File: config.mk
export PLATFORM = sky130hd
export DESIGN_NAME = isdn_host_window
export DESIGN_NICKNAME = d
export VERILOG_FILES = /design/src/rtl/hwin_pkg.sv /design/src/rtl/hwin_cfg.sv /design/src/rtl/hwin_route.sv /design/src/rtl/hwin_irq.sv /design/src/rtl/isdn_host_window.sv
export SDC_FILE = /design/constraint.sdc
export NUM_CORES = 1
export LEC_CHECK = 0
export BUFFER_PORTS_ARGS = -buffer_cell sky130_fd_sc_hd__buf_2
export CORE_UTILIZATION = 30
export DETAILED_ROUTE_END_ITERATION = 10
export SYNTH_ARGS = -nofsm -noshare
export SYNTH_HDL_FRONTEND = slang
export SYNTH_SLANG_ARGS = --single-unit
File: constraint.sdc
create_clock -name clk -period 4.5 [get_ports clk]
set_input_delay 0.225 -clock clk [delete_from_list [all_inputs] [get_ports clk]]
set_output_delay 0.225 -clock clk [all_outputs]
set_load 0.03 [all_outputs]
File: src/rtl/hwin_pkg.sv
`timescale 1ns/1ps
package hwin_pkg;
  localparam int HW_DW  = 8;          // host data width
  localparam int HW_AW  = 5;          // window address width (32 bytes)
  localparam int HW_OW  = HW_AW - 1;  // offset width inside each half
  localparam int N_TGT  = 5;          // downstream targets
  localparam int N_SRC  = 3;          // interrupt sources
  localparam int LINE_W = 4;

  localparam logic [HW_OW-1:0] OFF_CLASS = 4'd0;
  localparam logic [HW_OW-1:0] OFF_REV   = 4'd1;
  localparam logic [HW_OW-1:0] OFF_STAT  = 4'd2;
  localparam logic [HW_OW-1:0] OFF_CTL1  = 4'd3;
  localparam logic [HW_OW-1:0] OFF_IDX   = 4'd4;

  // control byte 0, bit 0 in the lowest position
  typedef struct packed {
    logic test;
    logic irq_en;
    logic tclr;
    logic toff;
    logic hold;
  } ctl0_t;

  // index code steering the data window to target k
  function automatic logic [HW_DW-1:0] tgt_code(input int k);
    case (k)
      0:       return 8'h00;  // channel A
      1:       return 8'h01;  // channel B
      2:       return 8'h02;  // transceiver FIFO
      3:       return 8'h04;  // transceiver low bank
      default: return 8'h06;  // transceiver high bank
    endcase
  endfunction
endpackage

File: src/rtl/hwin_cfg.sv
`timescale 1ns/1ps
module hwin_cfg
  import hwin_pkg::*;
(
  input  logic              clk,
  input  logic              rst,
  input  logic [HW_AW-1:0]  addr,
  input  logic              wr,
  input  logic [HW_DW-1:0]  wdata,
  output ctl0_t             ctl0,
  output logic [LINE_W-1:0] line,
  output logic              serial,
  output logic [HW_DW-1:0]  idx
);
  logic cfg_wr;
  assign cfg_wr = wr & ~addr[HW_AW-1];

  always_ff @(posedge clk) begin
    if (rst) begin
      ctl0   <= '0;
      line   <= '0;
      serial <= 1'b0;
      idx    <= '0;
    end else if (cfg_wr) begin
      case (addr[HW_OW-1:0])
        OFF_STAT: ctl0 <= ctl0_t'(wdata[$bits(ctl0_t)-1:0]);
        OFF_CTL1: begin
          line   <= wdata[LINE_W-1:0];
          serial <= wdata[HW_DW-1];
        end
        OFF_IDX:  idx <= wdata;
        default:  ;
      endcase
    end
  end
endmodule

File: src/rtl/hwin_route.sv
`timescale 1ns/1ps
module hwin_route
  import hwin_pkg::*;
(
  input  logic [HW_DW-1:0] idx,
  input  logic             win,
  input  logic             rd,
  input  logic             wr,
  output logic [N_TGT-1:0] cs,
  output logic             hit
);
  logic [N_TGT-1:0] match;

  for (genvar k = 0; k < N_TGT; k++) begin : g_match
    assign match[k] = (idx == tgt_code(k));
  end

  assign hit = |match;
  assign cs  = (win && (rd || wr)) ? match : '0;
endmodule

File: src/rtl/hwin_irq.sv
`timescale 1ns/1ps
module hwin_irq
  import hwin_pkg::*;
(
  input  logic             clk,
  input  logic             rst,
  input  logic [N_SRC-1:0] src,
  input  logic             en,
  input  logic             hold,
  output logic             irq
);
  always_ff @(posedge clk) begin
    if (rst) irq <= 1'b0;
    else     irq <= en & ~hold & (|src);
  end
endmodule

File: src/rtl/isdn_host_window.sv
`timescale 1ns/1ps
module isdn_host_window
  import hwin_pkg::*;
#(
  parameter logic [HW_DW-1:0] CLASS_CODE = 8'h05,
  parameter logic [HW_DW-1:0] REVISION   = 8'h02
)(
  input  logic                   clk,
  input  logic                   rst,
  input  logic [HW_AW-1:0]       host_addr,
  input  logic                   host_wr,
  input  logic                   host_rd,
  input  logic [HW_DW-1:0]       host_wdata,
  output logic [HW_DW-1:0]       host_rdata,
  output logic [N_TGT-1:0]       dn_cs,
  output logic [HW_OW-1:0]       dn_addr,
  output logic                   dn_wr,
  output logic                   dn_rd,
  output logic [HW_DW-1:0]       dn_wdata,
  input  logic [N_TGT*HW_DW-1:0] dn_rdata,
  input  logic                   src_xcvr,
  input  logic                   src_hdlc,
  input  logic                   src_timer,
  output logic                   card_rst,
  output logic                   timer_off,
  output logic                   timer_clr,
  output logic                   test_flag,
  output logic [LINE_W-1:0]      irq_line,
  output logic                   serial_en,
  output logic                   irq_out
);
  ctl0_t            ctl0_q;
  logic [HW_DW-1:0] idx_q;
  logic             hit;
  logic             win;
  logic             irq_en_w;
  logic [N_SRC-1:0] src;
  logic [HW_DW-1:0] win_data, cfg_data, rd_next;

  assign win      = host_addr[HW_AW-1];
  assign src      = {src_timer, src_hdlc, src_xcvr};
  assign irq_en_w = ctl0_q.irq_en;

  hwin_cfg u_cfg (
    .clk, .rst,
    .addr  (host_addr),
    .wr    (host_wr),
    .wdata (host_wdata),
    .ctl0  (ctl0_q),
    .line  (irq_line),
    .serial(serial_en),
    .idx   (idx_q)
  );

  hwin_route u_route (
    .idx (idx_q),
    .win (win),
    .rd  (host_rd),
    .wr  (host_wr),
    .cs  (dn_cs),
    .hit (hit)
  );

  hwin_irq u_irq (
    .clk, .rst,
    .src  (src),
    .en   (ctl0_q.irq_en),
    .hold (ctl0_q.hold),
    .irq  (irq_out)
  );

  assign dn_addr   = host_addr[HW_OW-1:0];
  assign dn_wdata  = host_wdata;
  assign dn_wr     = host_wr & (|dn_cs);
  assign dn_rd     = host_rd & (|dn_cs);
  assign card_rst  = ctl0_q.hold;
  assign timer_off = ctl0_q.toff;
  assign timer_clr = ctl0_q.tclr;
  assign test_flag = ctl0_q.test;

  // lane select from the one-hot chip select
  always_comb begin
    win_data = '0;
    for (int k = 0; k < N_TGT; k++)
      if (dn_cs[k]) win_data = win_data | dn_rdata[k*HW_DW +: HW_DW];
  end

  always_comb begin
    case (host_addr[HW_OW-1:0])
      OFF_CLASS: cfg_data = CLASS_CODE;
      OFF_REV:   cfg_data = REVISION;
      OFF_STAT:  cfg_data = {{(HW_DW-N_SRC){1'b0}}, ~src};
      OFF_CTL1:  cfg_data = {serial_en, {(HW_DW-LINE_W-1){1'b0}}, irq_line};
      OFF_IDX:   cfg_data = idx_q;
      default:   cfg_data = '1;
    endcase
  end

  assign rd_next = win ? (hit ? win_data : '1) : cfg_data;

  always_ff @(posedge clk) begin
    if (rst)          host_rdata <= '0;
    else if (host_rd) host_rdata <= rd_next;
  end
endmodule

==> results of run 1 <==
==> routing by layer <==
layer	global-route usage	wire length, µm	up-vias
li1	-	-	893
met1	0.230	2430	848
met2	0.275	2490	61
met3	0.0314	282	5
met4	0.0333	38	0
met5	0	0	-
==> cells in the mapped netlist, types with 5 or more instances <==
library cell and number:
o32ai_1 7, inv_1 5, mux4_2 7, nor2_1 19, mux2i_1 8, clkbuf_1 7
buf_4 12, nand3_1 12, buf_2 5, dfxtp_1 27, nand2_1 25, a221oi_1 7
a21oi_1 17
==> final timing paths <==
path	to	slack, ns	from
max reg2reg	host_rdata[6]$_SDFFE_PP0P_	2.47	u_cfg.idx[0]$_SDFFE_PP0P_
min	u_cfg.idx[6]$_SDFFE_PP0P_	0.19	host_wdata[6]
max	dn_cs[2]	2.06	u_cfg.idx[0]$_SDFFE_PP0P_
min reg2reg	u_irq.irq$_SDFF_PP0_	0.46	u_cfg.ctl0[0]$_SDFFE_PP0P_
==> kinds of logic (layout without fill, tap and decap cells) <==
family / count (synthesis) / count (layout) / synth area share
compound gates: 47 / 47 / 0.188
flops: 27 / 27 / 0.308
simple gates: 83 / 83 / 0.245
mux: 16 / 16 / 0.142
buf+inv: 33 / 105 / 0.117
==> registers in the layout, indices dropped and copies added (netlist names) <==
name / cells
u_cfg.line: 4
u_cfg.serial: 1
u_irq.irq: 1
host_rdata: 8
u_cfg.idx: 8
u_cfg.ctl0: 5
==> final cells by class <==
cell class,instances,share of cell area
clock inverter,1,0.00400
tap,72,0.0412
clock buffer,3,0.0189
sequential,27,0.247
multi-input combinational,146,0.461
timing repair buffer,96,0.220
inverter,5,0.00858
==> power groups by stage <==
stage               Combinational, mW  Sequential (mW)  Clock [mW]
floorplan                      0.0735            0.267           0
finish                          0.130            0.251       0.151
CTS                             0.130            0.251       0.152
global placement                0.129            0.256           0
detailed placement              0.130            0.256           0
global route                    0.140            0.252       0.162
==> per-stage QoR <==
stage	cells	utilization
global route	350	0.393
global placement	346	0.384
floorplan	206	-
CTS	350	0.393
detailed placement	346	0.384
finish	350	0.393
==> worst register-to-register path, delay by kind of cell (launching register included) <==
kind	cells	cell delay [ns]
compound gates	2	0.56
flops	1	0.41
simple gates	1	0.98
==> metrics.md, run 1 <==
| Metric | Value |
|---|---|
| Antenna violations before repair | `0` |
| Largest net degree at the start of global routing | `30` |
| CTS tree | `yes` |
| EDFF count, synth | `0` |
| Number of stages on the worst hold path | `3` |
| DP HPWL | `4.05 mm` |
| Synth async-reset ratio | `0` |
| Gpl congestion | `0.817` |
| Total CTS buffers | `3` |
| Syn Area/Cell | `8.52 µm²` |
| Final nets | `339` |
| Critical Path Stages | `4` |
| Sw Ratio | `0.319` |
| # setup viols final | `0` |
| DR vias/cell | `5.16` |
| Clk buf depth | `2` |
| Root Buffer | `clkbuf_8` |
| Sequential area share after synthesis | `0.308` |
| Core footprint | `5570 µm²` |
| Row Count | `27` |
| HP Class | `in2reg` |
| Placed instance area | `2140 µm²` |
| PnR worst setup slack | `2.06 ns` |
| Share of layout cells above drive strength 1 | `0.403` |
| Ant diodes | `0` |
| DRT Wirelength | `5.23 mm` |
| CTS sink count | `27` |
| Run status | `finished clean` |
| Die area | `6160 µm²` |
| Final instance area | `2190 µm²` |
| Hold Vio Cnt, Final | `0` |
| First-pass GRT wire length | `7.97 mm` |
| Leakage | `0.991 nW` |
| Fmax | `410 MHz` |
| Layout area overhead | `24.8%` |
| Io pins | `97` |
| Hold-fix buffers at CTS | `0` |
| Post-CTS sizing | `0` |
| Fin. max-slew vios | `0` |
| Final hold slack | `0.191 ns` |
| Worst-Skew Late Latency | `0.28 ns` |
| Multi-input gate area | `1010 µm²` |
| Syn_nets | `266` |
| Number of port buffers | `96` |
| Area occupied by registers | `541 µm²` |
| Synthesized area | `1750 µm²` |
| Fin crit period | `2.44 ns` |
| Worst Max-Slew Pin Slew | `1.19 ns` |
| Synth cell types | `40` |
| Post-synth top area cell | `dfxtp_1` |
| Required @ worst endpoint | `4.28 ns` |
| Post-synthesis cell count | `206` |
| Die Y | `78.5 µm` |
| Crit. End Element | `output pin` |
| DRC errors left | `0` |
| Post-CTS Setup Bufs | `0` |
| Drt first pass iters | `4` |
| Synth Register Bits | `27` |
| Die width | `78.5 µm` |
| Gr ovfl total | `0` |
| Most frequent cells in the layout | `buf_2, dfxtp_1, nand2_1, nor2_1, a21oi_1` |
| Rel. slew slack | `0.202` |
| Via count | `1807` |
| Drt wl/cell | `15.0 µm` |
| DRT antenna net count | `0` |
| Reg clk slew, reported paths | `0.10 ns` |
| Critical path class | `reg2out` |
| Unrepaired setup endpoints after global routing | `false` |
| Synth Flop Type | `dfxtp_1` |
| Number of buffers and inverters on the critical path | `1` |
| Placement Setup Slack | `2.32 ns` |
| Internal | `0.362 mW` |
| Clk pwr share | `0.284` |
| H-tree level count | `1` |
| Reg2Reg Depth | `3` |
| Setup TNS | `0 ns` |
| CP max stage cell | `nor3_1` |
| Worst Setup Start Kind | `flop` |
| Ys Warns | `0` |
| Pwr Total | `0.531 mW` |
| Yosys top cell area share | `0.308` |
| Vias in the first global route | `1578` |
| Largest cells by area after synthesis | `dfxtp_1, mux4_2, nand2_1, buf_4, a21oi_1` |
| Register share of total power | `0.472` |
| Combinational share of power | `0.244` |
| Crit-path max FO | `11` |
| FILL cells | `587` |
| Most common cell after layout, fill and taps aside | `buf_2` |
| Power Density | `243 nW/µm²` |
| Part of the cycle the worst path needs | `0.542` |
| Worst Path Arrival | `2.21 ns` |
| Tot GR Track Use | `0.168` |
| # Max-Cap Violations | `0` |
| Sw power | `0.170 mW` |
| Max incr delay on CP | `0.98 ns` |
| Worst Skew | `0.00940 ns` |
| Crit path max-delay family | `simple AND/OR/NAND/NOR gates` |
| DR iter-0 viols | `131` |
| Critical Path, Cell by Cell | `nor3_1, nand3_1, nor2_1, buf_2` |
| Worst vdd ir | `0.149 mV` |
| Initial core utilization | `0.315` |
Note: power is estimated with default switching activity, not from simulation.
==> run 2: changes to the inputs <==
clock period = 2 ns   (was 4.5 ns; I/O delays follow)
==> metrics.md, run 2 (synthesis results as in run 1) <==
| Metric | Value |
|---|---|
| Vias in the first global route | `1784 (+13%)` |
| Gr ovfl total | `0 (unchanged)` |
| Drt wl/cell | `14.9 µm (-0.37%)` |
| Layout area overhead | `28.2%` |
| Gpl congestion | `0.822 (+0.69%)` |
| Placement Setup Slack | `0.303 ns (-2.02 ns)` |
| Number of port buffers | `96 (unchanged)` |
| Setup TNS | `0 ns (unchanged)` |
| Reg-to-reg critical path startpoint | `u_cfg.idx[1]$_SDFFE_PP0P_` |
| Die Y | `78.5 µm (unchanged)` |
| # Max-Cap Violations | `0 (unchanged)` |
| H-tree level count | `1 (unchanged)` |
| Clk buf depth | `2 (unchanged)` |
| Max incr delay on CP | `0.36 ns (-0.62 ns)` |
| Share of layout cells above drive strength 1 | `0.423 (+0.0202)` |
| Unrepaired setup endpoints after global routing | `false` |
| Required @ worst endpoint | `1.90 ns (-2.38 ns)` |
| Root Buffer | `clkbuf_8` |
| Worst Path Arrival | `1.67 ns (-0.54 ns)` |
| Final nets | `347 (+2.4%)` |
| Worst vdd ir | `0.355 mV (+140%)` |
| Critical Path Stages | `5 (+1)` |
| Row Count | `27 (unchanged)` |
| Antenna violations before repair | `0 (unchanged)` |
| HP Class | `in2reg` |
| DR vias/cell | `5.28 (+2.3%)` |
| Final hold slack | `0.0785 ns (-0.112 ns)` |
| Fmax | `563 MHz` |
| Io pins | `97 (unchanged)` |
| DRC errors left | `0 (unchanged)` |
| Worst Skew | `0.00589 ns (-0.00351 ns)` |
| Non-filler cells in the finished layout | `358 (+2.3%)` |
| Placed instance area | `2180 µm² (+2.1%)` |
| CTS tree | `yes` |
| Reg2Reg Capture Point | `host_rdata[6]$_SDFFE_PP0P_` |
| Final instance area | `2250 µm² (+2.8%)` |
| PnR worst setup slack | `0.225 ns (-1.83 ns)` |
| Part of the cycle the worst path needs | `0.887` |
| Reg2Reg Depth | `4 (+1)` |
| CP Launch Point | `u_cfg.idx[7]$_SDFFE_PP0P_` |
| DP HPWL | `4.14 mm (+2.2%)` |
| Leakage | `1.03 nW (+3.8%)` |
| Fin crit period | `1.77 ns` |
| Worst R2R Setup Slack | `0.36 ns (-2.11 ns)` |
| Run status | `finished clean` |
| # setup viols final | `0 (unchanged)` |
| Pwr Total | `1.19 mW (+120%)` |
| Die width | `78.5 µm (unchanged)` |
| DR iter-0 viols | `71 (-46%)` |
| DRT Wirelength | `5.33 mm (+1.9%)` |
| CTS sink count | `27 (unchanged)` |
| Core footprint | `5570 µm² (unchanged)` |
| Number of buffers and inverters on the critical path | `1 (unchanged)` |
| Total CTS buffers | `3 (unchanged)` |
| Crit path max-delay family | `simple AND/OR/NAND/NOR gates` |
| Die area | `6160 µm² (unchanged)` |
| Rel. slew slack | `0.617 (+0.415)` |
| Drt first pass iters | `4 (unchanged)` |
| CP max stage cell | `nor4_2` |
| Worst Setup EP | `dn_cs[4]` |
| Most common cell after layout, fill and taps aside | `buf_2` |
| Ant diodes | `0 (unchanged)` |
| Initial core utilization | `0.315 (unchanged)` |
| Tot GR Track Use | `0.174 (+0.00567)` |
| Biggest regs | `host_rdata (8), u_cfg.idx (8), u_cfg.ctl0 (5)` |
| Most frequent cells in the layout | `buf_2, dfxtp_1, nand2_1, nor2_1, a21oi_1` |
| Worst Setup Start Kind | `flop` |
| Worst Max-Slew Pin Slew | `0.571 ns (-0.617 ns)` |
| Crit-path max FO | `5 (-6)` |
| Crit. End Element | `output pin` |
| Reg clk slew, reported paths | `0.10 ns (about the same)` |
| Via count | `1890 (+4.6%)` |
| Power Density | `527 nW/µm² (+120%)` |
| DRT antenna net count | `0 (unchanged)` |
| Fin. max-slew vios | `0 (unchanged)` |
| Final Util | `0.404 (+0.0110)` |
| First-pass GRT wire length | `8.47 mm (+6.2%)` |
| Largest net degree at the start of global routing | `29 (-3.3%)` |
| Critical Path, Cell by Cell | `nor4_2, and2_1, nand3_1, nor2_1, buf_2` |
| Critical path class | `reg2out` |
| Worst-Skew Late Latency | `0.28 ns (about the same)` |
| DP Cell Count | `352 (+1.7%)` |
| Hold Vio Cnt, Final | `0 (unchanged)` |
run 2: worst min path at each step:
stage | cells past startpoint | slack [ns] | end | startpoint
2_1_floorplan | 2 | 0.24 | u_cfg.idx[0]$_SDFFE_PP0P_ | host_wdata[0]
3_3_place_gp | 3 | 0.35 | u_cfg.idx[5]$_SDFFE_PP0P_ | host_wdata[5]
3_5_place_dp | 3 | 0.37 | u_cfg.idx[6]$_SDFFE_PP0P_ | host_wdata[6]
4_1_cts | 3 | 0.07 | u_cfg.idx[6]$_SDFFE_PP0P_ | host_wdata[6]
5_1_grt | 3 | 0.09 | u_cfg.serial$_SDFFE_PP0P_ | host_wdata[7]
6_report | 3 | 0.08 | u_cfg.idx[6]$_SDFFE_PP0P_ | host_wdata[6]
run 2: area by class of cell:
cell class                 count  area [µm²]
inverter                       5        18.8
timing repair buffer         104         541
sequential                    27         542
fill                         614        3320
tap                           72        90.1
clock buffer                   4        45.0
multi-input combinational    146        1010
run 2: layer usage:
| metal | track usage | wire, µm | up-vias |
|---|---|---|---|
| met3 | 0.0279 | 284 | 7 |
| met4 | 0.0315 | 45 | 0 |
| met5 | 0 | 0 | - |
| li1 | - | - | 910 |
| met1 | 0.231 | 2420 | 906 |
| met2 | 0.297 | 2590 | 67 |
run 2: power breakdown:
part	internal (mW)	switching, mW	leakage [nW]	total [mW]
Combinational	0.124	0.180	0.786	0.304
Clock	0.143	0.174	0.0228	0.318
Sequential	0.553	0.0112	0.220	0.564
run 2: repair_timing:
item / in CTS / in global routing
hold buffers: 0 / 0
resized for setup: 0 / 2
endpoints found under the setup margin: 0 / 3
buffers inserted: 0 / 2
run 2: worst register-to-register path, delay by kind of cell (launching register included):
family	cells	cell delay [ns]
compound gates	2	0.42
buf+inv	1	0.25
flops	1	0.34
mux	1	0.53
==> run 3: changes to the inputs <==
SYNTH_HIERARCHICAL = 1   (was unset)
==> metrics.md, run 3 <==
| Metric | Value |
|---|---|
| Root Buffer | `clkbuf_8` |
| EDFF count, synth | `0 (unchanged)` |
| Combinational share of power | `0.281 (+0.025)` |
| Gr ovfl total | `0 (unchanged)` |
| HP Class | `in2reg` |
| Clk pwr share | `0.261 (-0.007)` |
| Rel. slew slack | `0.629 (+0.0123)` |
| Sw Ratio | `0.311 (+0.00258)` |
| Worst Path Arrival | `1.95 ns (+0.28 ns)` |
| Reg-to-reg critical path startpoint | `u_cfg/idx[3]$_SDFFE_PP0P_` |
| Part of the cycle the worst path needs | `1.03 (+0.139)` |
| Fin. max-slew vios | `0 (unchanged)` |
| Crit-path max FO | `4 (-1)` |
| Drt wl/cell | `14.8 µm (-0.40%)` |
| Synth Flop Type | `dfxtp_1` |
| Register share of total power | `0.458 (-0.018)` |
| Worst Setup EP | `dn_rd` |
| PnR worst setup slack | `-0.0529 ns (-0.278 ns)` |
| Most frequent cells in the layout | `buf_2, nand2b_1, dfxtp_1, buf_4, mux2i_1` |
| # setup viols final | `4 (+4)` |
| Worst vdd ir | `0.280 mV (-21%)` |
| Area occupied by registers | `546 µm² (+0.69%)` |
| Initial core utilization | `0.318 (+0.00346)` |
| Die Y | `79.1 µm (+0.83%)` |
| Gpl congestion | `0.833 (+1.2%)` |
| Die area | `6260 µm² (+1.7%)` |
| DRT antenna net count | `0 (unchanged)` |
| DP HPWL | `4.30 mm (+3.9%)` |
| Post-synth top area cell | `dfxtp_1` |
| Ys Warns | `6 (+6)` |
| Most common cell after layout, fill and taps aside | `buf_2` |
| Drt first pass iters | `4 (unchanged)` |
| Synth async-reset ratio | `0 (unchanged)` |
| Sequential area share after synthesis | `0.303 (-0.00519)` |
| Internal | `0.843 mW (+2.9%)` |
| Synth cell types | `40 (unchanged)` |
| Tot GR Track Use | `0.178 (+0.00372)` |
| Via count | `1894 (+0.21%)` |
| Worst Setup Start Kind | `flop` |
| Reg clk slew, reported paths | `0.09 ns (about the same)` |
| DRC errors left | `0 (unchanged)` |
| Sw power | `0.381 mW (+4.1%)` |
| Syn_nets | `264 (-0.75%)` |
| Final Util | `0.465 (+0.0609)` |
| Antenna violations before repair | `0 (unchanged)` |
| DR iter-0 viols | `77 (+8.5%)` |
| Core footprint | `5610 µm² (+0.61%)` |
| Yosys top cell area share | `0.303 (-0.00519)` |
| Leakage | `1.19 nW (+16%)` |
| Share of layout cells above drive strength 1 | `0.508 (+0.0852)` |
| Ant diodes | `0 (unchanged)` |
| H-tree level count | `1 (unchanged)` |
| Reg2Reg Capture Point | `host_rdata[5]$_SDFFE_PP0P_` |
| Worst-Skew Late Latency | `0.28 ns (about the same)` |
| Biggest regs | `host_rdata (8), u_cfg/idx (8), u_cfg/ctl0 (5)` |
| Syn Area/Cell | `8.75 µm² (+2.7%)` |
| FILL cells | `568 (-7.5%)` |
| Worst Max-Slew Pin Slew | `0.556 ns (-0.0154 ns)` |
| Largest cells by area after synthesis | `dfxtp_1, nand2b_1, mux2i_1, buf_4, a221oi_1` |
| DR vias/cell | `5.08 (-3.8%)` |
| Largest net degree at the start of global routing | `37 (+28%)` |
| Layout area overhead | `46.0%` |
| Final nets | `362 (+4.3%)` |
| CTS tree | `yes` |
| Number of port buffers | `96 (unchanged)` |
| CP Launch Point | `u_cfg/idx[3]$_SDFFE_PP0P_` |
| Critical path class | `reg2out` |
| Unrepaired setup endpoints after global routing | `true` |
| Synth Register Bits | `27 (unchanged)` |
| Violated checks | `negative setup slack` |
| Multi-input gate area | `1200 µm² (+19%)` |
| Total CTS buffers | `3 (unchanged)` |
| Fin crit period | `2.05 ns (+0.278 ns)` |
| Fmax | `487 MHz (-14%)` |
| Run status | `finished with violations` |
| Die width | `79.1 µm (+0.83%)` |
| Hold Vio Cnt, Final | `0 (unchanged)` |
| Synthesized area | `1780 µm² (+1.7%)` |
| Pwr Total | `1.22 mW (+3.2%)` |
| Clk buf depth | `2 (unchanged)` |
| Cell with the most instances after synthesis | `nand2b_1` |
| Io pins | `97 (unchanged)` |
| Vias in the first global route | `1848 (+3.6%)` |
| Commonest cells post-synth | `nand2b_1, dfxtp_1, mux2i_1, buf_4, nor2_1` |
| Post-synthesis cell count | `204 (-0.97%)` |
| Worst Skew | `0.00147 ns (-0.00442 ns)` |
| CTS sink count | `27 (unchanged)` |
| Reg2Reg Depth | `8 (+4)` |
| Hold-fix buffers at CTS | `0 (unchanged)` |
| Crit. End Element | `output pin` |
| First-pass GRT wire length | `8.73 mm (+3.1%)` |
| Required @ worst endpoint | `1.90 ns (about the same)` |
| Row Count | `27 (unchanged)` |
| Power Density | `470 nW/µm² (-11%)` |
| DRT Wirelength | `5.54 mm (+3.8%)` |
| Worst R2R Setup Slack | `0 ns (-0.36 ns)` |
| # Max-Cap Violations | `0 (unchanged)` |
| Worst Hold Launch | `host_wdata[5]` |
run 3: cell types whose count changed after synthesis, sizes merged, moves of 7 or more:
cell    change
nand2      -18
nand2b     +27
nor4        +8
mux2i      +10
mux4        -7
nor2        -7
a21oi       -8
nand3      -10
run 3: layout make-up:
type / instances / area share
multi-input cells: 150 / 0.461
repair buffers: 118 / 0.275
flip-flops and latches: 27 / 0.209
well taps: 72 / 0.0346
clock buffers: 4 / 0.0173
inverters: 2 / 0.00288
run 3: power groups by stage:
stage	Combinational [mW]	Sequential (mW)	Clock (mW)
floorplan	0.181	0.601	0
global placement	0.333	0.572	0
detailed placement	0.334	0.573	0
CTS	0.343	0.561	0.330
global route	0.370	0.563	0.343
finish	0.344	0.561	0.320
run 3: worst min path at each step:
| stage | endpoint | slack (ns) | depth (start not counted) |
|---|---|---|---|
| after floorplan | u_irq/irq$_SDFF_PP0_ | 0.17 | 1 |
| after global placement | u_cfg/idx[5]$_SDFFE_PP0P_ | 0.39 | 3 |
| after detailed placement | u_cfg/idx[5]$_SDFFE_PP0P_ | 0.39 | 3 |
| after CTS | u_cfg/idx[5]$_SDFFE_PP0P_ | 0.08 | 3 |
| after global routing | u_cfg/idx[6]$_SDFFE_PP0P_ | 0.11 | 3 |
| final | u_cfg/idx[5]$_SDFFE_PP0P_ | 0.09 | 3 |
run 3: what timing repair did:
action                     CTS  global route
setup endpoints to repair    6            15
cloned                       0             0
buffers inserted             4             0
resized for setup           15             7
run 3: per-stage QoR:
step	area (µm²)	std cells	worst slack, ns	hold WS [ns]	TNS, ns
2_1_floorplan	1900	204	-0.154	0.174	-1.33
3_3_place_gp	2440	365	0.0831	0.386	0
3_5_place_dp	2440	365	0.0452	0.387	0
4_1_cts	2580	373	-0.0669	0.0817	-0.238
5_1_grt	2610	373	-0.138	0.111	-1.01
6_report	2610	373	-0.0529	0.0912	-0.119
run 3: per-layer routing:
layer | part of all wire | wire length (µm) | GRT usage
met5 | 0 | 0 | 0
met2 | 0.43 | 2360 | 0.292
met3 | 0.089 | 492 | 0.0333
met1 | 0.46 | 2570 | 0.230
met4 | 0.020 | 109 | 0.0618
run 3: cells by family (layout without fill, tap and decap cells):
logic type             count (synthesis)  after routing  synth area share
AO/OA/AOI/OAI                         41             41             0.174
buffers and inverters                 27            124            0.0961
flip-flops                            27             27             0.303
AND/OR/NAND/NOR                       91             91             0.326
multiplexers                          18             18             0.101
run 3: critical path, cell delays in order, from the launching register on:
cell	delay, ns
dfxtp_2	0.33
or4b_4	0.57
buf_12	0.16
nor4_4	0.15
or4_4	0.19
nor2_4	0.04
nor2b_4	0.10
buf_6	0.13
